$ cat config.mk
export PLATFORM = sky130hd
export DESIGN_NAME = frc_timebase
export DESIGN_NICKNAME = d
export VERILOG_FILES = /design/src/rtl/frc_pkg.sv /design/src/rtl/frc_sel_lock.sv /design/src/rtl/frc_divider.sv /design/src/rtl/frc_counter.sv /design/src/rtl/frc_ovf_status.sv /design/src/rtl/frc_timebase.sv
export SDC_FILE = /design/constraint.sdc
export NUM_CORES = 1
export LEC_CHECK = 0
export BUFFER_PORTS_ARGS = -buffer_cell sky130_fd_sc_hd__clkbuf_2
export CORE_UTILIZATION = 48
export CTS_CLUSTER_SIZE = 10
export DETAILED_ROUTE_END_ITERATION = 10
export PLACE_DENSITY = 0.82
export SETUP_SLACK_MARGIN = 0.3
export SLEW_MARGIN = 20
export SYNTH_ARGS = -nofsm -noshare
export SYNTH_HDL_FRONTEND = slang
export SYNTH_SLANG_ARGS = --single-unit
$ cat constraint.sdc
create_clock -name clk -period 2.3 [get_ports clk]
set_clock_uncertainty 0.1 [all_clocks]
set_input_delay 0.115 -clock clk [delete_from_list [all_inputs] [get_ports clk]]
set_output_delay 0.115 -clock clk [all_outputs]
set_load 0.03 [all_outputs]
$ cat src/rtl/frc_pkg.sv
package frc_pkg;

  localparam int FRC_SEL_W = 2;
  localparam int FRC_DIV_W = 4;

  typedef enum logic [FRC_SEL_W-1:0] {
    DIV_BY_1  = 2'b00,
    DIV_BY_4  = 2'b01,
    DIV_BY_8  = 2'b10,
    DIV_BY_16 = 2'b11
  } frc_div_e;

  // Terminal value of the divider phase counter for a select code.
  function automatic logic [FRC_DIV_W-1:0] frc_div_limit(input logic [FRC_SEL_W-1:0] sel);
    unique case (frc_div_e'(sel))
      DIV_BY_1:  frc_div_limit = FRC_DIV_W'(0);
      DIV_BY_4:  frc_div_limit = FRC_DIV_W'(3);
      DIV_BY_8:  frc_div_limit = FRC_DIV_W'(7);
      default:   frc_div_limit = FRC_DIV_W'(15);
    endcase
  endfunction

endpackage

$ cat src/rtl/frc_sel_lock.sv
// Holds the prescale select; accepts one write inside an early window.
module frc_sel_lock
  import frc_pkg::*;
#(
  parameter int LOCK_CYCLES = 64
) (
  input  logic                 clk,
  input  logic                 rst_n,
  input  logic                 wr_i,
  input  logic [FRC_SEL_W-1:0] wdata_i,
  output logic [FRC_SEL_W-1:0] sel_o,
  output logic                 take_o
);

  localparam int WIN_W = $clog2(LOCK_CYCLES + 1);

  logic [WIN_W-1:0]     win_q, win_d;
  logic                 used_q, used_d;
  logic [FRC_SEL_W-1:0] sel_q, sel_d;
  logic                 win_open;
  logic                 win_en;

  assign win_open = (win_q < WIN_W'(LOCK_CYCLES)) && !used_q;
  assign take_o   = wr_i && win_open;
  assign win_en   = (win_q < WIN_W'(LOCK_CYCLES));

  always_comb begin
    win_d  = win_q;
    used_d = used_q;
    sel_d  = sel_q;
    if (win_en) begin
      win_d = win_q + WIN_W'(1);
    end
    if (take_o) begin
      used_d = 1'b1;
      sel_d  = wdata_i;
    end
  end

  always_ff @(posedge clk or negedge rst_n) begin
    if (!rst_n) begin
      win_q  <= '0;
      used_q <= 1'b0;
      sel_q  <= DIV_BY_1;
    end else begin
      win_q  <= win_d;
      used_q <= used_d;
      sel_q  <= sel_d;
    end
  end

  assign sel_o = sel_q;

endmodule

$ cat src/rtl/frc_divider.sv
// Phase counter that yields one tick per selected number of cycles.
module frc_divider
  import frc_pkg::*;
(
  input  logic                 clk,
  input  logic                 rst_n,
  input  logic [FRC_SEL_W-1:0] sel_i,
  input  logic                 restart_i,
  output logic                 tick_o
);

  logic [FRC_DIV_W-1:0] ph_q, ph_d;
  logic [FRC_DIV_W-1:0] limit;

  assign limit  = frc_div_limit(sel_i);
  assign tick_o = (ph_q >= limit);

  always_comb begin
    if (restart_i || tick_o) begin
      ph_d = '0;
    end else begin
      ph_d = ph_q + FRC_DIV_W'(1);
    end
  end

  always_ff @(posedge clk or negedge rst_n) begin
    if (!rst_n) begin
      ph_q <= '0;
    end else begin
      ph_q <= ph_d;
    end
  end

endmodule

$ cat src/rtl/frc_counter.sv
// Free-running up-counter with a clock enable; flags the wrap edge.
module frc_counter #(
  parameter int CNT_W = 16
) (
  input  logic             clk,
  input  logic             rst_n,
  input  logic             en_i,
  output logic [CNT_W-1:0] count_o,
  output logic             wrap_o
);

  logic [CNT_W-1:0] cnt_q, cnt_d;

  assign wrap_o = en_i && (cnt_q == {CNT_W{1'b1}});

  always_comb begin
    cnt_d = cnt_q;
    if (en_i) begin
      cnt_d = cnt_q + CNT_W'(1);
    end
  end

  always_ff @(posedge clk or negedge rst_n) begin
    if (!rst_n) begin
      cnt_q <= '0;
    end else begin
      cnt_q <= cnt_d;
    end
  end

  assign count_o = cnt_q;

endmodule

$ cat src/rtl/frc_ovf_status.sv
// Overflow flag (write-one-to-clear, set wins) and interrupt gating.
module frc_ovf_status (
  input  logic clk,
  input  logic rst_n,
  input  logic wrap_i,
  input  logic clr_wr_i,
  input  logic clr_wdata_i,
  input  logic ie_wr_i,
  input  logic ie_wdata_i,
  output logic flag_o,
  output logic ie_o,
  output logic irq_o
);

  logic flag_q, flag_d;
  logic ie_q, ie_d;

  always_comb begin
    flag_d = flag_q;
    if (wrap_i) begin
      flag_d = 1'b1;
    end else if (clr_wr_i && clr_wdata_i) begin
      flag_d = 1'b0;
    end
    ie_d = ie_q;
    if (ie_wr_i) begin
      ie_d = ie_wdata_i;
    end
  end

  always_ff @(posedge clk or negedge rst_n) begin
    if (!rst_n) begin
      flag_q <= 1'b0;
      ie_q   <= 1'b0;
    end else begin
      flag_q <= flag_d;
      ie_q   <= ie_d;
    end
  end

  assign flag_o = flag_q;
  assign ie_o   = ie_q;
  assign irq_o  = flag_q && ie_q;

endmodule

$ cat src/rtl/frc_timebase.sv
module frc_timebase
  import frc_pkg::*;
#(
  parameter int CNT_W       = 16,
  parameter int LOCK_CYCLES = 64
) (
  input  logic                 clk,
  input  logic                 rst_n,
  input  logic                 psel_wr,
  input  logic [FRC_SEL_W-1:0] psel_wdata,
  input  logic                 ie_wr,
  input  logic                 ie_wdata,
  input  logic                 clr_wr,
  input  logic                 clr_wdata,
  output logic [CNT_W-1:0]     count_o,
  output logic                 tick_o,
  output logic [FRC_SEL_W-1:0] psel_o,
  output logic                 ovf_flag_o,
  output logic                 ovf_ie_o,
  output logic                 irq_o
);

  logic [FRC_SEL_W-1:0] sel;
  logic                 sel_take;
  logic                 tick;
  logic                 wrap;

  frc_sel_lock #(
    .LOCK_CYCLES (LOCK_CYCLES)
  ) u_sel_lock (
    .clk     (clk),
    .rst_n   (rst_n),
    .wr_i    (psel_wr),
    .wdata_i (psel_wdata),
    .sel_o   (sel),
    .take_o  (sel_take)
  );

  frc_divider u_divider (
    .clk       (clk),
    .rst_n     (rst_n),
    .sel_i     (sel),
    .restart_i (sel_take),
    .tick_o    (tick)
  );

  frc_counter #(
    .CNT_W (CNT_W)
  ) u_counter (
    .clk     (clk),
    .rst_n   (rst_n),
    .en_i    (tick),
    .count_o (count_o),
    .wrap_o  (wrap)
  );

  frc_ovf_status u_status (
    .clk         (clk),
    .rst_n       (rst_n),
    .wrap_i      (wrap),
    .clr_wr_i    (clr_wr),
    .clr_wdata_i (clr_wdata),
    .ie_wr_i     (ie_wr),
    .ie_wdata_i  (ie_wdata),
    .flag_o      (ovf_flag_o),
    .ie_o        (ovf_ie_o),
    .irq_o       (irq_o)
  );

  assign tick_o = tick;
  assign psel_o = sel;

endmodule

==> run_results.csv <==
group,metric,value,unit
critical_path,cp_top_family,"simple AND/OR/NAND/NOR gates",
timing,min_period,2.28,ns
cts,clk_pin_slew_worst_paths,0.11,ns
cts,clock-root-buffer,"clkbuf_4",
grt,overflow,0,
yosys,syn_nets,146,
critical_path,max_stage_delay,0.41,ns
grt,grt_max_degree,33,
timing,worstMarginPinSlew,0.781,ns
cts,clock_path_buffers,2,
pwr,cellPowerDensity,1210,mW/mm^2
detailed_routing,routed_wl,3450,um
yosys,synth-edff-count,0,
critical_path,timing.rr.end,"u_counter.count_o[1]",
yosys,synth_cell_types,32,
pwr,max-vdd-ir-drop,0.904,mV
yosys,ys_seq_elements,32,
cells_and_area,drive_above_1_share,39.6,%
critical_path,crit_buf_inv,2,
critical_path,cp_data_required_time,2.09,ns
cells_and_area,final_core_util,70.2,%
cts,cts-buffers-inserted,5,
grt,grt_pass1_vias,1199,
critical_path,crit_fanout,2,
floorplanning,core-area,0.00308,sq mm
timing,slew_violations,0,
cells_and_area,multi_input_area,868,sq um
grt,antenna_found_initial,0,
cells_and_area,layout_common_cells,"dfrtp_1, clkbuf_2, xor2_1",
cells_and_area,fin_area,0.00216,sq mm
detailed_routing,via_per_inst,5.20,
grt,grt_first_pass_wirelength,5600,um
floorplanning,die_x,59.1,um
floorplanning,initial_utilization,50.8,%
floorplanning,dieArea,0.00349,sq mm
yosys,synth_top_area_share,51.2,%
grt,track_usage,22.7,%
cells_and_area,syn_to_final_growth,38.4,%
yosys,netlist_area,0.00156,sq mm
place,hpwl,2200,um
place,portBuffers,30,
critical_path,endpoint_kind,"output port",
detailed_routing,wl_per_cell,15.3,um
place,postPlaceCellArea,0.00188,sq mm
yosys,yosysSeqAreaShare,51.2,%
detailed_routing,drc_errors,0,
yosys,synth_area_per_cell,12.0,sq um
floorplanning,die_h,59.1,um
cells_and_area,fin_nets,197,
yosys,syn-instance-count,130,
pwr,leakage,1.01,nW
floorplanning,row_count,20,
critical_path,crit_path_cell_trace,"or2_4 > ha_4 > nand2b_4 > a2111oi_4 > clkbuf_16 > nor2_4 > buf_8",
timing,fmax,438,MHz
worst_hold_path,hp-class,"input pin to asynchronous set/reset pin",
yosys,async_flop_share,100,%
timing,timing.final.crit_share,99.3,%
cells_and_area,mostFrequentLayoutCell,"dfrtp_1",
critical_path,crit_start,"u_sel_lock.sel_o[1]",
yosys,synth_top_area_cell,"dfrtp_1",
critical_path,crit_path_top_delay_cell,"dfrtp_2",
status,status,"complete, no violations",
detailed_routing,drtAntennaViolNets,0,
run,maxCapViolCount,0,
cts,cts_tree,"built",
cts,htree_levels,2,
critical_path,crit_arrival,2.07,ns
floorplanning,io_pins,31,
critical_path,r2r_start,"u_sel_lock.sel_o[1]",
cells_and_area,antenna_cells,0,
critical_path,ff2ff_path_depth,8,
timing,grt_setup_unrepaired,"true",
timing,slew_headroom,48.0,%
cts,insertion_delay,0.35,ns
critical_path,rrSetupSlack,0.03,ns
yosys,yosys_warnings,0,
place,globalplace.congestion,0.750,
critical_path,start_kind,"register",
critical_path,critPathKind,"register to output port",
yosys,yosys-top-cells-area,"dfrtp_1, xor2_1, ha_1, nor4_1, xnor2_1",
cells_and_area,fillCellCount,242,
detailed_routing,drt_iter0_drc,27,
timing,finalSetupViolCount,0,
cts,clock-sinks,32,
cells_and_area,seq_area,803,sq um
timing,hold_violations,0,
yosys,ys.flop_type,"dfrtp_1",
timing,fin_tns_setup,0,ns
detailed_routing,via_count,1176,
detailed_routing,drt-pass1-iter-count,4,
[cell type report]
| class | instances | area share (%) |
|---|---|---|
| clock buffers | 6 | 1.91 |
| clock inverters | 2 | 1.62 |
| inverters | 3 | 0.521 |
| multi-input cells | 93 | 40.2 |
| flip-flops and latches | 32 | 37.2 |
| well taps | 44 | 2.55 |
| repair buffers | 46 | 16.1 |
[repair_timing]
item                                    4_1_cts  5_1_grt
endpoints found under the setup margin       22       22
setup buffers                                 4        1
pin swaps                                     3        2
gates resized for setup                       6        8
hold buffers                                  8        0
cloned                                        0        1
endpoints found under the hold margin        37        0
[cells in the mapped netlist, types with 2 or more instances]
library cell  instances
nand3_1               8
ha_1                  7
nor4b_1               2
xnor2_1               5
xor2_1               17
mux2_2                3
nand2_1               8
nand4_1               3
inv_1                 3
nor4_1                7
nor2_1                5
and4_1                3
nand2b_1              3
nor3b_1               2
nand4b_1              2
dfrtp_1              32
nor3_1                5
[power by group]
group	total, mW	switching (mW)	internal, mW
Sequential	0.795	0.137	0.658
Clock	0.429	0.202	0.228
Combinational	1.39	0.749	0.644
[metrics by stage]
stage	std cells	total power [mW]	hold slack [ns]	worst slack (ns)
after global placement	204	1.81	0.113	0.151
final	226	2.62	0.268	0.0172
after floorplan	130	1.59	-0.281	0.0279
after detailed placement	204	1.86	0.128	0.0886
after global routing	226	2.75	0.338	-0.0822
after CTS	224	2.41	0.296	-0.0220
[flip-flops by register name, summed over array words and instances (netlist names)]
register and cells:
u_divider.ph_q 4, u_status.flag_o 1, u_counter.count_o 16, u_sel_lock.used_q 1, u_sel_lock.sel_o 2, u_status.ie_o 1, u_sel_lock.win_q 7
[how the worst max path moves through the flow]
stage | endpoint | slack, ns | cells past startpoint
floorplan | u_counter.count_o[1] | 0.03 | 6
global placement | u_counter.count_o[1] | 0.15 | 7
detailed placement | u_counter.count_o[1] | 0.09 | 7
CTS | tick_o | -0.02 | 7
global route | tick_o | -0.08 | 7
finish | tick_o | 0.02 | 7
[logic make-up (layout without fill, tap and decap cells)]
group | count (synthesis) | in the layout | synth area share, %
AO/OA/AOI/OAI | 5 | 5 | 3.60
flip-flops | 32 | 32 | 51.2
AND/OR/NAND/NOR | 55 | 55 | 22.2
multiplexers | 4 | 4 | 3.12
XOR/XNOR | 22 | 22 | 12.3
adder cells (fa/ha/maj) | 7 | 7 | 5.60
buffers and inverters | 5 | 57 | 1.92
[routing by layer]
metal  vias up  wire length (um)  track usage, %
met5         -                 0               0
met4         0                85            9.18
met3         6               146            6.99
met2        32              1760            38.1
met1       576              1460            27.0
li1        562                 -               -
Power figures use the tool's default switching activity.
